### config.mk
export PLATFORM = sky130hd
export DESIGN_NAME = exc_sequencer
export DESIGN_NICKNAME = d
export VERILOG_FILES = /design/src/rtl/exc_pkg.sv /design/src/rtl/exc_event_detect.sv /design/src/rtl/exc_arbiter.sv /design/src/rtl/exc_vector_gen.sv /design/src/rtl/exc_entry_fsm.sv /design/src/rtl/exc_sequencer.sv
export SDC_FILE = /design/constraint.sdc
export NUM_CORES = 1
export LEC_CHECK = 0
export BUFFER_PORTS_ARGS = -buffer_cell sky130_fd_sc_hd__buf_4
export CORE_MARGIN = 2
export CORE_UTILIZATION = 43
export CTS_CLUSTER_SIZE = 30
export DETAILED_ROUTE_END_ITERATION = 8
export GPL_ROUTABILITY_DRIVEN = 0
export PLACE_DENSITY = 0.82
export SLEW_MARGIN = 20
export SYNTH_ARGS = -nofsm -noshare
export SYNTH_HDL_FRONTEND = slang
export SYNTH_HIERARCHICAL = 1
export SYNTH_SLANG_ARGS = --single-unit
### constraint.sdc
create_clock -name clk -period 2.3 [get_ports clk]
set_clock_uncertainty 0.2 [all_clocks]
set_input_delay 0.345 -clock clk [delete_from_list [all_inputs] [get_ports clk]]
set_output_delay 0.345 -clock clk [all_outputs]
set_load 0.05 [all_outputs]
### src/rtl/exc_pkg.sv
// Shared encodings for the exception sequencer: source kinds, sequence
// states, instruction classes, push tags and vector indices.
package exc_pkg;

    typedef enum logic [2:0] {
        K_NONE  = 3'd0,
        K_RESET = 3'd1,
        K_TRACE = 3'd2,
        K_IRQ   = 3'd3,
        K_TRAP  = 3'd4
    } exc_kind_e;

    typedef enum logic [1:0] {
        ST_IDLE = 2'd0,
        ST_PUSH = 2'd1,
        ST_MASK = 2'd2,
        ST_LOAD = 2'd3
    } seq_state_e;

    localparam logic [2:0] CLS_PLAIN     = 3'd0;
    localparam logic [2:0] CLS_RETURN    = 3'd1;
    localparam logic [2:0] CLS_FLAG_AND  = 3'd2;
    localparam logic [2:0] CLS_FLAG_OR   = 3'd3;
    localparam logic [2:0] CLS_FLAG_XOR  = 3'd4;
    localparam logic [2:0] CLS_CTRL_LOAD = 3'd5;

    localparam logic [1:0] TRACE_MODE = 2'd2;
    localparam int         PUSH_COUNT = 3;

    localparam int VIDX_RESET = 0;
    localparam int VIDX_TRACE = 5;
    localparam int VIDX_TRAP  = 8;
    localparam int VIDX_IRQ   = 16;

    // True for classes after which interrupts must not be sampled.
    function automatic logic blocks_irq(input logic [2:0] cls);
        return (cls == CLS_FLAG_AND) || (cls == CLS_FLAG_OR) ||
               (cls == CLS_FLAG_XOR) || (cls == CLS_CTRL_LOAD);
    endfunction

endpackage

### src/rtl/exc_event_detect.sv
// Qualifies raw requests into candidate events.
// Reset is raised by a rising edge on the reset input or by a watchdog pulse.
// Trace and interrupt are qualified only at instruction boundaries.
// Assumes reset_pin is already synchronous to clk.
module exc_event_detect
    import exc_pkg::*;
(
    input  logic       clk,
    input  logic       rst_n,
    input  logic       reset_pin,
    input  logic       wdt_ovf,
    input  logic       instr_done,
    input  logic [2:0] instr_class,
    input  logic       t_bit,
    input  logic [1:0] int_mode,
    input  logic       irq_req,
    input  logic       busy,
    input  logic       reset_done,
    output logic       reset_evt,
    output logic       trace_evt,
    output logic       irq_evt
);
    logic pin_q;
    logic post_reset;

    // Remember the previous reset level. A reset value of 1 means no edge is seen at start.
    always_ff @(posedge clk) begin
        if (!rst_n) pin_q <= 1'b1;
        else        pin_q <= reset_pin;
    end

    // Mask interrupt sampling up to the first idle boundary after a reset entry.
    always_ff @(posedge clk) begin
        if (!rst_n)                   post_reset <= 1'b0;
        else if (reset_done)          post_reset <= 1'b1;
        else if (instr_done && !busy) post_reset <= 1'b0;
    end

    assign reset_evt = (reset_pin && !pin_q) || wdt_ovf;
    assign trace_evt = instr_done && t_bit && (int_mode == TRACE_MODE) &&
                       (instr_class != CLS_RETURN);
    assign irq_evt   = instr_done && irq_req && !post_reset &&
                       !blocks_irq(instr_class);
endmodule

### src/rtl/exc_arbiter.sv
// Fixed-priority selection among qualified events.
// Reset wins at any time. Other sources are considered only while idle.
// A lower-priority strobe that loses in a cycle is dropped.
module exc_arbiter
    import exc_pkg::*;
(
    input  logic      busy,
    input  logic      reset_evt,
    input  logic      trace_evt,
    input  logic      irq_evt,
    input  logic      trap_req,
    output logic      accept,
    output exc_kind_e kind
);
    // Pick the single winning source for this cycle.
    always_comb begin
        kind = K_NONE;
        if (reset_evt)      kind = K_RESET;
        else if (!busy) begin
            if (trace_evt)    kind = K_TRACE;
            else if (irq_evt) kind = K_IRQ;
            else if (trap_req) kind = K_TRAP;
        end
        accept = (kind != K_NONE);
    end
endmodule

### src/rtl/exc_vector_gen.sv
// Maps the winning source to its vector index. The vector table is laid out
// by fixed bases plus the trap number or the interrupt source.
module exc_vector_gen
    import exc_pkg::*;
#(
    parameter int IRQ_W = 4,
    parameter int IDX_W = 5
) (
    input  exc_kind_e        kind,
    input  logic [1:0]       trap_num,
    input  logic [IRQ_W-1:0] irq_src,
    output logic [IDX_W-1:0] idx
);
    // Base index for the kind, plus its sub-number where one applies.
    always_comb begin
        unique case (kind)
            K_TRACE: idx = IDX_W'(VIDX_TRACE);
            K_TRAP:  idx = IDX_W'(VIDX_TRAP) + IDX_W'(trap_num);
            K_IRQ:   idx = IDX_W'(VIDX_IRQ) + IDX_W'(irq_src);
            default: idx = IDX_W'(VIDX_RESET);
        endcase
    end
endmodule

### src/rtl/exc_entry_fsm.sv
// Entry sequence: three acknowledged pushes, one cycle of mask and trace
// clear, then one cycle of PC load. Reset skips straight to PC load and
// preempts every other state. Only one sequence runs at a time.
module exc_entry_fsm
    import exc_pkg::*;
#(
    parameter int IDX_W = 5
) (
    input  logic             clk,
    input  logic             rst_n,
    input  logic             accept,
    input  exc_kind_e        kind,
    input  logic [IDX_W-1:0] idx_in,
    input  logic             push_ready,
    output logic             push_req,
    output logic [1:0]       push_tag,
    output logic             mask_upd,
    output logic             t_clear,
    output logic             pc_load,
    output logic [IDX_W-1:0] vec_idx,
    output logic             busy,
    output logic             reset_done
);
    localparam int CNT_W = $clog2(PUSH_COUNT);

    seq_state_e       state;
    logic [CNT_W-1:0] cnt;
    logic             is_reset;

    // Advance the sequence. Reset acceptance overrides every state.
    always_ff @(posedge clk) begin
        if (!rst_n) begin
            state    <= ST_IDLE;
            cnt      <= '0;
            vec_idx  <= '0;
            is_reset <= 1'b0;
        end else if (accept && kind == K_RESET) begin
            state    <= ST_LOAD;
            cnt      <= '0;
            vec_idx  <= idx_in;
            is_reset <= 1'b1;
        end else begin
            unique case (state)
                ST_IDLE: if (accept) begin
                    state    <= ST_PUSH;
                    cnt      <= '0;
                    vec_idx  <= idx_in;
                    is_reset <= 1'b0;
                end
                ST_PUSH: if (push_ready) begin
                    if (cnt == CNT_W'(PUSH_COUNT - 1)) state <= ST_MASK;
                    else                                cnt   <= cnt + 1'b1;
                end
                ST_MASK: state <= ST_LOAD;
                ST_LOAD: state <= ST_IDLE;
                default: state <= ST_IDLE;
            endcase
        end
    end

    assign push_req   = (state == ST_PUSH);
    assign push_tag   = push_req ? 2'(cnt) : 2'd0;
    assign mask_upd   = (state == ST_MASK);
    assign t_clear    = (state == ST_MASK);
    assign pc_load    = (state == ST_LOAD);
    assign busy       = (state != ST_IDLE);
    assign reset_done = pc_load && is_reset;
endmodule

### src/rtl/exc_sequencer.sv
// Top level: request qualification, priority, vector lookup and entry
// sequencing. The core is assumed to stall while busy is high and to
// re-issue any trap strobe that lost arbitration.
module exc_sequencer
    import exc_pkg::*;
#(
    parameter  int IRQ_W = 4,
    localparam int IDX_W = $clog2(VIDX_IRQ + (1 << IRQ_W)),
    localparam int VA_W  = IDX_W + 2
) (
    input  logic             clk,
    input  logic             rst_n,
    input  logic             reset_pin,
    input  logic             wdt_ovf,
    input  logic             t_bit,
    input  logic [1:0]       int_mode,
    input  logic             irq_req,
    input  logic [IRQ_W-1:0] irq_src,
    input  logic             trap_req,
    input  logic [1:0]       trap_num,
    input  logic             instr_done,
    input  logic [2:0]       instr_class,
    input  logic             push_ready,
    output logic             push_req,
    output logic [1:0]       push_tag,
    output logic             mask_upd,
    output logic             t_clear,
    output logic [VA_W-1:0]  vec_addr,
    output logic             pc_load,
    output logic             busy
);
    logic             reset_evt, trace_evt, irq_evt;
    logic             accept, reset_done;
    exc_kind_e        kind;
    logic [IDX_W-1:0] idx_sel, vec_idx;

    exc_event_detect u_detect (
        .clk(clk), .rst_n(rst_n), .reset_pin(reset_pin), .wdt_ovf(wdt_ovf),
        .instr_done(instr_done), .instr_class(instr_class), .t_bit(t_bit),
        .int_mode(int_mode), .irq_req(irq_req), .busy(busy),
        .reset_done(reset_done), .reset_evt(reset_evt),
        .trace_evt(trace_evt), .irq_evt(irq_evt)
    );

    exc_arbiter u_arb (
        .busy(busy), .reset_evt(reset_evt), .trace_evt(trace_evt),
        .irq_evt(irq_evt), .trap_req(trap_req), .accept(accept), .kind(kind)
    );

    exc_vector_gen #(.IRQ_W(IRQ_W), .IDX_W(IDX_W)) u_vec (
        .kind(kind), .trap_num(trap_num), .irq_src(irq_src), .idx(idx_sel)
    );

    exc_entry_fsm #(.IDX_W(IDX_W)) u_fsm (
        .clk(clk), .rst_n(rst_n), .accept(accept), .kind(kind),
        .idx_in(idx_sel), .push_ready(push_ready), .push_req(push_req),
        .push_tag(push_tag), .mask_upd(mask_upd), .t_clear(t_clear),
        .pc_load(pc_load), .vec_idx(vec_idx), .busy(busy),
        .reset_done(reset_done)
    );

    // The vector is a word address, driven only while the PC loads.
    assign vec_addr = pc_load ? {vec_idx, 2'b00} : '0;
endmodule

==> summary.txt <==
Worst skew pair latency: 0.27 ns
Layout area overhead: 34.8%
Crit Reg-Reg Startpoint: u_fsm/state[1]
Ant diodes: 0
CP Capture Point: u_fsm/vec_idx[3]
Tot Pwr: 832 uW
Vias in the first global route: 758
Syn Area/Cell: 8.13 sq um
Final setup margin: 0.200 ns
Hold_ws: 0.0672 ns
Worst hold-check path type: input port to flop
Final wirelength: 1.75 mm
IO Pins: 34
Max clock buf depth: 2
Clk pwr share: 15.2%
List of most frequent post-synthesis cells: dfxtp_1 (12), nand2_1 (11), and2_1 (8), nor2_1 (8)
Metal1 wirelength: 743 microns
Wire length on met2: 913 microns
Int Pwr: 473 uW
IO buf count: 31
Yosys top cell by area: dfxtp_1
DP Worst Slack: 0.0592 ns
Grt ovf: 0
Core area: 1780 sq um
Met3 wire length: 88 microns
Final-report hold violation count: 0
Setup_tns: 0 ns
Antenna-violating nets left: 0
Sw Ratio: 43.1%
DRC: 0
Synth Flop Type: dfxtp_1
WP data required: 2.29 ns
Die area: 2320 sq um
Die Y: 48.1 microns
R2R setup slack: 0.20 ns
CP max FO: 10
Final cell utilization of the core: 63.3%
Placed cell count: 158
Crit end category: flop
Ys Warns: 6
Worst r2r dst: u_fsm/vec_idx[3]
Clock period minus worst slack: 2.10 ns
Synth async-reset ratio: 0%
Avg WL per Cell: 10.8 microns
CTS Sinks: 12
Sequential power share: 29.3%
Initial core utilization: 46.9%
Largest net degree at the start of global routing: 17
VDD IR-drop max: 0.329 mV
Comb pwr share: 55.6%
Worst Setup SP: u_fsm/state[1]
Routed vias: 793
First-pass GRT wire length: 2.92 mm
Finished Cell Area: 1130 sq um
CTS clk-pin slew, worst paths: 0.07 ns
Synthesized cell area: 837 sq um
Top post-synthesis cells by area: dfxtp_1 (29%), ha_1 (9.0%), and2_1 (6.0%)
H-tree depth: 1
Layout Nets: 165
Critical Path AT: 2.09 ns
CP startpoint kind: flop
# rows: 15
# setup viols final: 0
P_leak: 0.551 nW
Count leader, synth: dfxtp_1
Initial DRC count: 5
RSZ-0062 raised after global routing: false
Die width: 48.1 microns
Max Clk Rate: 0.476 GHz
Num CTS Buffers: 3
1st-pass router iterations: 3
Root Driver: clkbuf_4
Cell Pwr Density: 737 nW/um^2
Setup Crit Path Kind: flop to flop
Post-route clock period utilization: 91.3%
CTS tree: done
Share of layout cells above drive strength 1: 34.3%
Top cell type's share of synthesized area: 28.7%
Sw Pwr: 359 uW
HPWL after detailed placement: 1.45 mm
Synth cell types: 38
Synth Register Bits: 12
Post-Syn Instances: 103
Status: completed
Non-Filler Instances: 162
Max layer used: met4
Avg Vias per Cell: 4.90
Initial antenna violation count: 0
GRT Overall Usage: 17.8%
EDFF count, synth: 0
Sequential cell area fraction in the yosys report: 28.7%
Max_cap viols: 0
Area after DPL: 1090 sq um
Cells on worst reg2reg path: 10
Max-slew violation count: 0
cell usage in the layout (no fill, tap or decap), types with 2 or more instances in the layout:
master / count
dfxtp_1: 12
nand3_1: 6
inv_1: 6
ha_1: 6
nand2b_1: 4
nand2_1: 11
buf_4: 34
nor2_1: 8
a21oi_1: 2
mux2i_1: 2
conb_1: 2
o21ai_0: 4
clkbuf_4: 3
o21ai_1: 2
a21o_1: 2
nor3_1: 2
and2_1: 8
a21boi_0: 2
what timing repair did:
action,4_1_cts,5_1_grt
resized for setup,0,1
hold buffers,0,0
setup endpoints to repair,0,1
setup buffers,0,1
layer usage:
metal | vias up | GRT usage, %
met5 | - | 0
met4 | 0 | 5.41
met3 | 2 | 3.33
met2 | 24 | 33.9
met1 | 352 | 19.7
li1 | 415 | -
cells by family (layout without fill, tap and decap cells):
group / after synthesis / in the layout / synth area share [%]
adders and majority gates: 6 / 6 / 8.97
DFF: 12 / 12 / 28.7
muxes: 3 / 3 / 4.18
AOI/OAI and AO/OA: 21 / 21 / 18.7
other: 1 / 2 / 0.448
buffers and inverters: 10 / 43 / 5.83
xor gates and xnor gates: 1 / 1 / 1.05
and+or+nand+nor: 49 / 49 / 32.1
critical path, stage by stage, from the launching register on:
cell	delay, ns
dfxtp_1	0.38
inv_1	0.10
ha_1	0.20
inv_1	0.16
nor2_1	0.06
a21o_1	0.24
nor3b_2	0.18
o21ai_2	0.15
buf_4	0.17
nand3_1	0.08
o21ai_1	0.11
power groups by stage:
stage | clock network [mW] | registers (mW) | logic (mW)
finish | 0.126 | 0.244 | 0.462
global route | 0.136 | 0.246 | 0.504
CTS | 0.131 | 0.244 | 0.456
detailed placement | 0 | 0.248 | 0.454
global placement | 0 | 0.247 | 0.445
floorplan | 0 | 0.245 | 0.346
registers in the layout, indices dropped and copies added (netlist names):
name and count:
u_fsm/cnt 2, u_detect/pin_q 1, u_fsm/is_reset 1, u_detect/post_reset 1, u_fsm/state 2, u_fsm/vec_idx 5
area by class of cell:
type / instances / area [sq um]
clock buffer: 3 / 22.5
inverter: 6 / 22.5
timing repair buffer: 34 / 255
multi-input combinational: 82 / 557
fill: 163 / 654
tap: 25 / 31.3
sequential: 12 / 240
worst min path at each step:
stage / cells after the start / slack [ns] / end / start
2_1_floorplan: 1 / 0.22 / u_detect/pin_q / rst_n
3_3_place_gp: 2 / 0.24 / u_fsm/is_reset / u_fsm/is_reset
3_5_place_dp: 2 / 0.26 / u_fsm/vec_idx[1] / u_fsm/vec_idx[1]
4_1_cts: 2 / 0.06 / u_detect/pin_q / reset_pin
5_1_grt: 2 / 0.07 / u_detect/pin_q / reset_pin
6_report: 2 / 0.07 / u_detect/pin_q / reset_pin
Power figures use the tool's default switching activity.
